[config.mk]
export PLATFORM = sky130hd
export DESIGN_NAME = psi_ctrl
export DESIGN_NICKNAME = d
export VERILOG_FILES = /design/src/rtl/psi_pkg.sv /design/src/rtl/psi_pend.sv /design/src/rtl/psi_fsm.sv /design/src/rtl/psi_ctrl.sv
export SDC_FILE = /design/constraint.sdc
export NUM_CORES = 1
export LEC_CHECK = 0
export BUFFER_PORTS_ARGS = -buffer_cell sky130_fd_sc_hd__buf_4
export CAP_MARGIN = 40
export CORE_MARGIN = 1
export CORE_UTILIZATION = 38
export DETAILED_ROUTE_END_ITERATION = 7
export GPL_TIMING_DRIVEN = 1
export PLACE_DENSITY = 0.77
export SLEW_MARGIN = 10
export SYNTH_ARGS = -nofsm -noshare
export SYNTH_HDL_FRONTEND = slang
export SYNTH_SLANG_ARGS = --single-unit
[constraint.sdc]
create_clock -name clk -period 1.3 [get_ports clk]
set_input_delay 0.065 -clock clk [delete_from_list [all_inputs] [get_ports clk]]
set_output_delay 0.065 -clock clk [all_outputs]
set_load 0.02 [all_outputs]
[src/rtl/psi_pkg.sv]
package psi_pkg;
    localparam int NSRC     = 9;
    localparam int B_PARITY = 0;
    localparam int B_ADDR   = 1;
    localparam int B_TMO    = 2;
    localparam int B_UNDEF  = 3;
    localparam int B_NOOPT  = 4;
    localparam int B_HALT   = 5;
    localparam int B_PRIV   = 6;
    localparam int B_TICK   = 7;
    localparam int B_IO     = 8;
    localparam int NFATAL   = 6;

    typedef enum logic [1:0] {
        PM_NORMAL  = 2'b00,
        PM_CONTROL = 2'b01,
        PM_ZERO    = 2'b10,
        PM_RSVD    = 2'b11
    } pmode_t;

    typedef enum logic [1:0] {
        SQ_RUN  = 2'b00,
        SQ_VEC  = 2'b01,
        SQ_HALT = 2'b10
    } sq_t;

    function automatic logic [NSRC-1:0] fatal_mask();
        logic [NSRC-1:0] m;
        m = '0;
        for (int i = 0; i < NFATAL; i++) m[i] = 1'b1;
        return m;
    endfunction
endpackage

[src/rtl/psi_pend.sv]
module psi_pend
    import psi_pkg::*;
#(
    parameter int N = NSRC
) (
    input  logic         clk,
    input  logic         rst_n,
    input  logic [N-1:0] irq_i,
    input  logic [N-1:0] clr_i,
    input  logic         zb_i,
    input  logic         frz_i,
    output logic [N-1:0] pend_o,
    output logic         rd_o
);
    logic [N-1:0] pend_q;
    logic [N-1:0] set_v;
    logic         rd_q;

    always_comb begin
        set_v = irq_i;
        if (zb_i) set_v[B_PRIV] = 1'b0;
    end

    always_ff @(posedge clk or negedge rst_n) begin
        if (!rst_n) begin
            pend_q <= '0;
            rd_q   <= 1'b0;
        end else if (frz_i) begin
            rd_q   <= 1'b0;
        end else begin
            pend_q <= (pend_q & ~clr_i) | set_v;
            rd_q   <= irq_i[B_IO];
        end
    end

    assign pend_o = pend_q;
    assign rd_o   = rd_q;


    frozen_hold_chk: assert property (@(posedge clk) disable iff (!rst_n)
        frz_i |=> $stable(pend_q));


    sticky_chk: assert property (@(posedge clk) disable iff (!rst_n)
        1'b1 |=> ((pend_q & $past(pend_q & ~clr_i)) == $past(pend_q & ~clr_i)));


    priv_zb_chk: assert property (@(posedge clk) disable iff (!rst_n)
        (zb_i && !pend_q[B_PRIV]) |=> !pend_q[B_PRIV]);


    rd_pulse_chk: assert property (@(posedge clk) disable iff (!rst_n)
        rd_q |-> $past(irq_i[B_IO]));
endmodule

[src/rtl/psi_fsm.sv]
module psi_fsm
    import psi_pkg::*;
#(
    parameter int             N        = NSRC,
    parameter int             VW       = 24,
    parameter logic [VW-1:0]  NORM_VEC = 24'h000100,
    parameter logic [VW-1:0]  CTRL_VEC = 24'h000094
) (
    input  logic          clk,
    input  logic          rst_n,
    input  pmode_t        mode_i,
    input  logic [N-1:0]  irq_i,
    input  logic          done_i,
    input  logic          ret_i,
    input  logic          any_pend_i,
    output logic          branch_o,
    output logic [VW-1:0] vec_o,
    output logic          halt_o
);
    localparam logic [N-1:0] FMASK = fatal_mask();

    sq_t           st_q, st_d;
    logic [VW-1:0] vec_q, vec_d;
    logic          fatal, take_norm, take_ctl;

    always_comb begin
        fatal     = (mode_i == PM_ZERO) && (|(irq_i & FMASK));
        take_norm = (mode_i == PM_NORMAL) && done_i && any_pend_i;
        take_ctl  = ((mode_i == PM_CONTROL) || (mode_i == PM_RSVD))
                    && ret_i && any_pend_i;
        st_d  = st_q;
        vec_d = vec_q;
        unique case (st_q)
            SQ_RUN: begin
                if (fatal) begin
                    st_d = SQ_HALT;
                end else if (take_norm) begin
                    st_d  = SQ_VEC;
                    vec_d = NORM_VEC;
                end else if (take_ctl) begin
                    st_d  = SQ_VEC;
                    vec_d = CTRL_VEC;
                end
            end
            SQ_VEC:  st_d = fatal ? SQ_HALT : SQ_RUN;
            SQ_HALT: st_d = SQ_HALT;
            default: st_d = SQ_RUN;
        endcase
    end

    always_ff @(posedge clk or negedge rst_n) begin
        if (!rst_n) begin
            st_q  <= SQ_RUN;
            vec_q <= '0;
        end else begin
            st_q  <= st_d;
            vec_q <= vec_d;
        end
    end

    always_comb begin
        branch_o = (st_q == SQ_VEC);
        vec_o    = (st_q == SQ_VEC) ? vec_q : '0;
        halt_o   = (st_q == SQ_HALT);
    end


    halt_sticky_chk: assert property (@(posedge clk) disable iff (!rst_n)
        halt_o |=> halt_o);


    halt_no_branch_chk: assert property (@(posedge clk) disable iff (!rst_n)
        halt_o |-> !branch_o);


    branch_pulse_chk: assert property (@(posedge clk) disable iff (!rst_n)
        branch_o |=> !branch_o);


    ctrl_vec_cause_chk: assert property (@(posedge clk) disable iff (!rst_n)
        (branch_o && vec_o == CTRL_VEC) |-> $past(ret_i));


    ctrl_done_chk: assert property (@(posedge clk) disable iff (!rst_n)
        (st_q == SQ_RUN && mode_i == PM_CONTROL && !ret_i) |=> !branch_o);
endmodule

[src/rtl/psi_ctrl.sv]
module psi_ctrl
    import psi_pkg::*;
#(
    parameter int                VEC_W    = 24,
    parameter logic [VEC_W-1:0]  NORM_VEC = 24'h000100,
    parameter logic [VEC_W-1:0]  CTRL_VEC = 24'h000094
) (
    input  logic             clk,
    input  logic             rst_n,
    input  logic [1:0]       mode_i,
    input  logic [NSRC-1:0]  irq_i,
    input  logic             instr_done_i,
    input  logic             ret_norm_i,
    input  logic [NSRC-1:0]  clr_i,
    output logic             branch_o,
    output logic [VEC_W-1:0] vector_o,
    output logic             clk_en_o,
    output logic [NSRC-1:0]  pend_o,
    output logic             store_rd_o
);
    pmode_t          mode;
    logic            halt;
    logic [NSRC-1:0] pend;

    assign mode = pmode_t'(mode_i);

    psi_pend #(.N(NSRC)) u_pend (
        .clk    (clk),
        .rst_n  (rst_n),
        .irq_i  (irq_i),
        .clr_i  (clr_i),
        .zb_i   (mode == PM_ZERO),
        .frz_i  (halt),
        .pend_o (pend),
        .rd_o   (store_rd_o)
    );

    psi_fsm #(
        .N        (NSRC),
        .VW       (VEC_W),
        .NORM_VEC (NORM_VEC),
        .CTRL_VEC (CTRL_VEC)
    ) u_fsm (
        .clk        (clk),
        .rst_n      (rst_n),
        .mode_i     (mode),
        .irq_i      (irq_i),
        .done_i     (instr_done_i),
        .ret_i      (ret_norm_i),
        .any_pend_i (|pend),
        .branch_o   (branch_o),
        .vec_o      (vector_o),
        .halt_o     (halt)
    );

    assign clk_en_o = !halt;
    assign pend_o   = pend;


    norm_branch_chk: assert property (@(posedge clk) disable iff (!rst_n)
        (branch_o && vector_o == NORM_VEC) |-> $past(instr_done_i && |pend));
endmodule

==> results.py <==
metrics = {
    "grt": {
        "grt_max_degree": 15,
        "grt_pass1_wl_um": 2080,
        "grt_pass1_vias": 492,
        "grt.total_usage_pct": 13.4,
        "grt_antenna_before_repair": 0,
        "grt.overflow.total": 0,
    },
    "yosys": {
        "yosys_warnings": 0,
        "synth_cell_types": 25,
        "async_flop_share_pct": 100,
        "synthTopCellsByArea": "dfrtp_1 (45%), buf_4 (21%), a22o_1 (6.7%)",
        "synth-main-ff-cell": "dfrtp_1",
        "synth-edff-count": 0,
        "yosysTopAreaCellShare_pct": 44.7,
        "synth_top_cell_by_area": "dfrtp_1",
        "postSynthCellCount": 79,
        "syn_area_per_cell_um2": 9.93,
        "syn_area_um2": 785,
        "ys_seq_area_share_pct": 44.7,
        "ys_seq_elements": 14,
    },
    "timing": {
        "clock_skew_ns": 0.00143,
        "period_share_pct": 97.0,
        "setup_viol": 0,
        "fin_crit_ns": 1.26,
        "hold_viol": 0,
        "fmax_ghz": 0.793,
        "rsz0062_at_grt": "false",
        "fin_hold_ws_ns": 0.0112,
        "final-max-slew-violation-count": 0,
        "setup-tns-final_ns": 0,
    },
    "final_layout": {
        "num-nets-final": 145,
        "utilization_pct": 55.6,
        "fill_cells": 177,
        "diodes": 0,
        "regArea_um2": 350,
        "syn2layout_area_growth_pct": 37.6,
        "multi_input_area_um2": 338,
        "drive_gt1_share_pct": 42.5,
    },
    "worst_hold_path": {
        "hp-class": "in2reg",
        "whs_path_depth": 2,
    },
    "critical_path": {
        "worstSetupPathType": "reg2out",
        "max_stage_delay_ns": 0.41,
        "reg2reg_depth": 3,
        "worst-endpoint-arrival_ns": 1.20,
        "worstSetupEndpointType": "primary output",
        "crit_start": "u_fsm.st_q[0]",
        "path_cells": "nand2b_1, buf_4, buf_4",
        "r2r_end": "u_fsm.vec_q[7]",
        "rrSetupSlack_ns": 0.11,
        "endpoint": "clk_en_o",
        "cp-start-kind": "register",
        "slowest_stage": "dfrtp_1",
        "cp_max_fo": 11,
        "worstPathRequired_ns": 1.24,
        "r2r-start": "u_pend.pend_o[0]",
        "path_common_cell": "buf_4",
    },
    "route": {
        "drt-pass1-iter-count": 6,
        "wl_per_cell_um": 10.6,
        "num_vias": 659,
        "vias_per_cell": 4.48,
        "drc": 0,
        "drtIter0Drc": 7,
        "drt_wl_total_um": 1560,
        "ant_nets": 0,
    },
    "place": {
        "gp_congestion": 0.750,
        "port_buffers": 39,
        "dp_hpwl_um": 1270,
    },
    "die": {
        "fp.dieArea_um2": 2250,
        "core_area_um2": 1940,
        "pin_count": 60,
        "dieHeight_um": 47.4,
        "initial_core_util_pct": 40.4,
        "die_x_um": 47.4,
        "rows": 16,
    },
    "clock_network": {
        "cts.sinks": 14,
        "htree_num_levels": 1,
        "cts_made_buffers": 3,
        "clk_pin_slew_worst_paths_ns": 0.08,
        "insertion_delay_ns": 0.27,
        "clockRootBuffer": "clkbuf_4",
        "clockBufferDepth": 2,
        "cts_tree": "built",
    },
    "pwr": {
        "ir_worst_vdd_mv": 0.784,
        "power_leakage_nw": 0.561,
        "finalPower_mw": 2.27,
        "powerDensity_nw_per_um2": 2100,
    },
    "outcome": {
        "outcome": "completed",
    },
    "run": {
        "max_cap_viol_count": 0,
    },
}
[metal layers]
layer | routed length [um] | vias up | GRT usage, %
met2 | 739 | 40 | 24.9
li1 | - | 317 | -
met4 | 0 | 0 | 3.43
met5 | 0 | - | 0
met1 | 672 | 302 | 16.0
met3 | 147 | 0 | 2.26
[final cells by class]
class                      count  area share (%)
timing repair buffer          42            29.4
multi-input combinational     59            31.3
tap                           27            3.13
clock buffer                   4            3.36
inverter                       1           0.348
sequential                    14            32.4
[metrics by stage]
step / area, um2 / worst slack (ns) / std cells
floorplan: 858 / 0.0449 / 98
global placement: 1020 / 0.106 / 142
detailed placement: 1020 / 0.0402 / 142
CTS: 1070 / 0.0328 / 147
global route: 1080 / 0.00411 / 147
finish: 1080 / 0.0395 / 147
[what timing repair did]
item | in CTS | in global routing
endpoints found under the hold margin | 14 | 0
setup endpoints to repair | 0 | 5
resized for setup | 0 | 2
buffers inserted | 0 | 0
hold buffers | 1 | 0
[worst max-delay path: cells and delay by family, from the launching register on]
family | cells | cell delay [ns]
buffers and inverters | 2 | 0.34
flip-flops | 1 | 0.41
AND/OR/NAND/NOR | 1 | 0.17
[worst min path at each step]
stage,from,to,slack [ns]
2_1_floorplan,rst_n,u_fsm.st_q[0],-0.23
3_3_place_gp,rst_n,u_fsm.st_q[0],-0.08
3_5_place_dp,rst_n,u_fsm.vec_q[8],-0.08
4_1_cts,irq_i[7],u_pend.pend_o[7],0.005
5_1_grt,irq_i[7],u_pend.pend_o[7],0.01
6_report,irq_i[7],u_pend.pend_o[7],0.01
[cell usage after synthesis (2+ instances only)]
cell       n
buf_2      2
dfrtp_1   14
nand2b_1   2
nor2_1     2
buf_4     22
a22o_1     6
and2_1     3
nand2_1   11
[power by group]
| part | internal (mW) | total, mW | leakage (nW) | switching, mW |
|---|---|---|---|---|
| Sequential | 0.639 | 0.816 | 0.162 | 0.177 |
| Clock | 0.170 | 0.304 | 0.0210 | 0.134 |
| Combinational | 0.538 | 1.15 | 0.378 | 0.613 |
[flip-flops by register name (all words and copies together) (netlist names)]
signal and cells:
u_fsm.st_q 2, u_fsm.vec_q 2, u_pend.pend_o 9, u_pend.rd_o 1
[placed cells by master, fill, tap and decap left out, drive strengths merged]
cell	count
a21o	1
a21oi	1
a22o	7
a311o	1
a31oi	1
a32o	1
and2	3
buf	41
clkbuf	4
conb	20
dfrtp	14
dlygate4sd3	1
inv	1
nand2	11
nand2b	2
nand4bb	1
nor2	2
nor2b	1
nor3	2
nor4	1
o22a	1
o22ai	1
o31ai	1
or4	1
[kinds of logic (layout without fill, tap and decap cells)]
family | Yosys count | after routing | synth area share, %
buffers and inverters | 25 | 47 | 22.8
and+or+nand+nor | 24 | 24 | 16.1
AOI/OAI and AO/OA | 15 | 15 | 16.0
DFF | 14 | 14 | 44.7
other | 1 | 20 | 0.478
No activity file was read; power rests on OpenSTA's default activity.
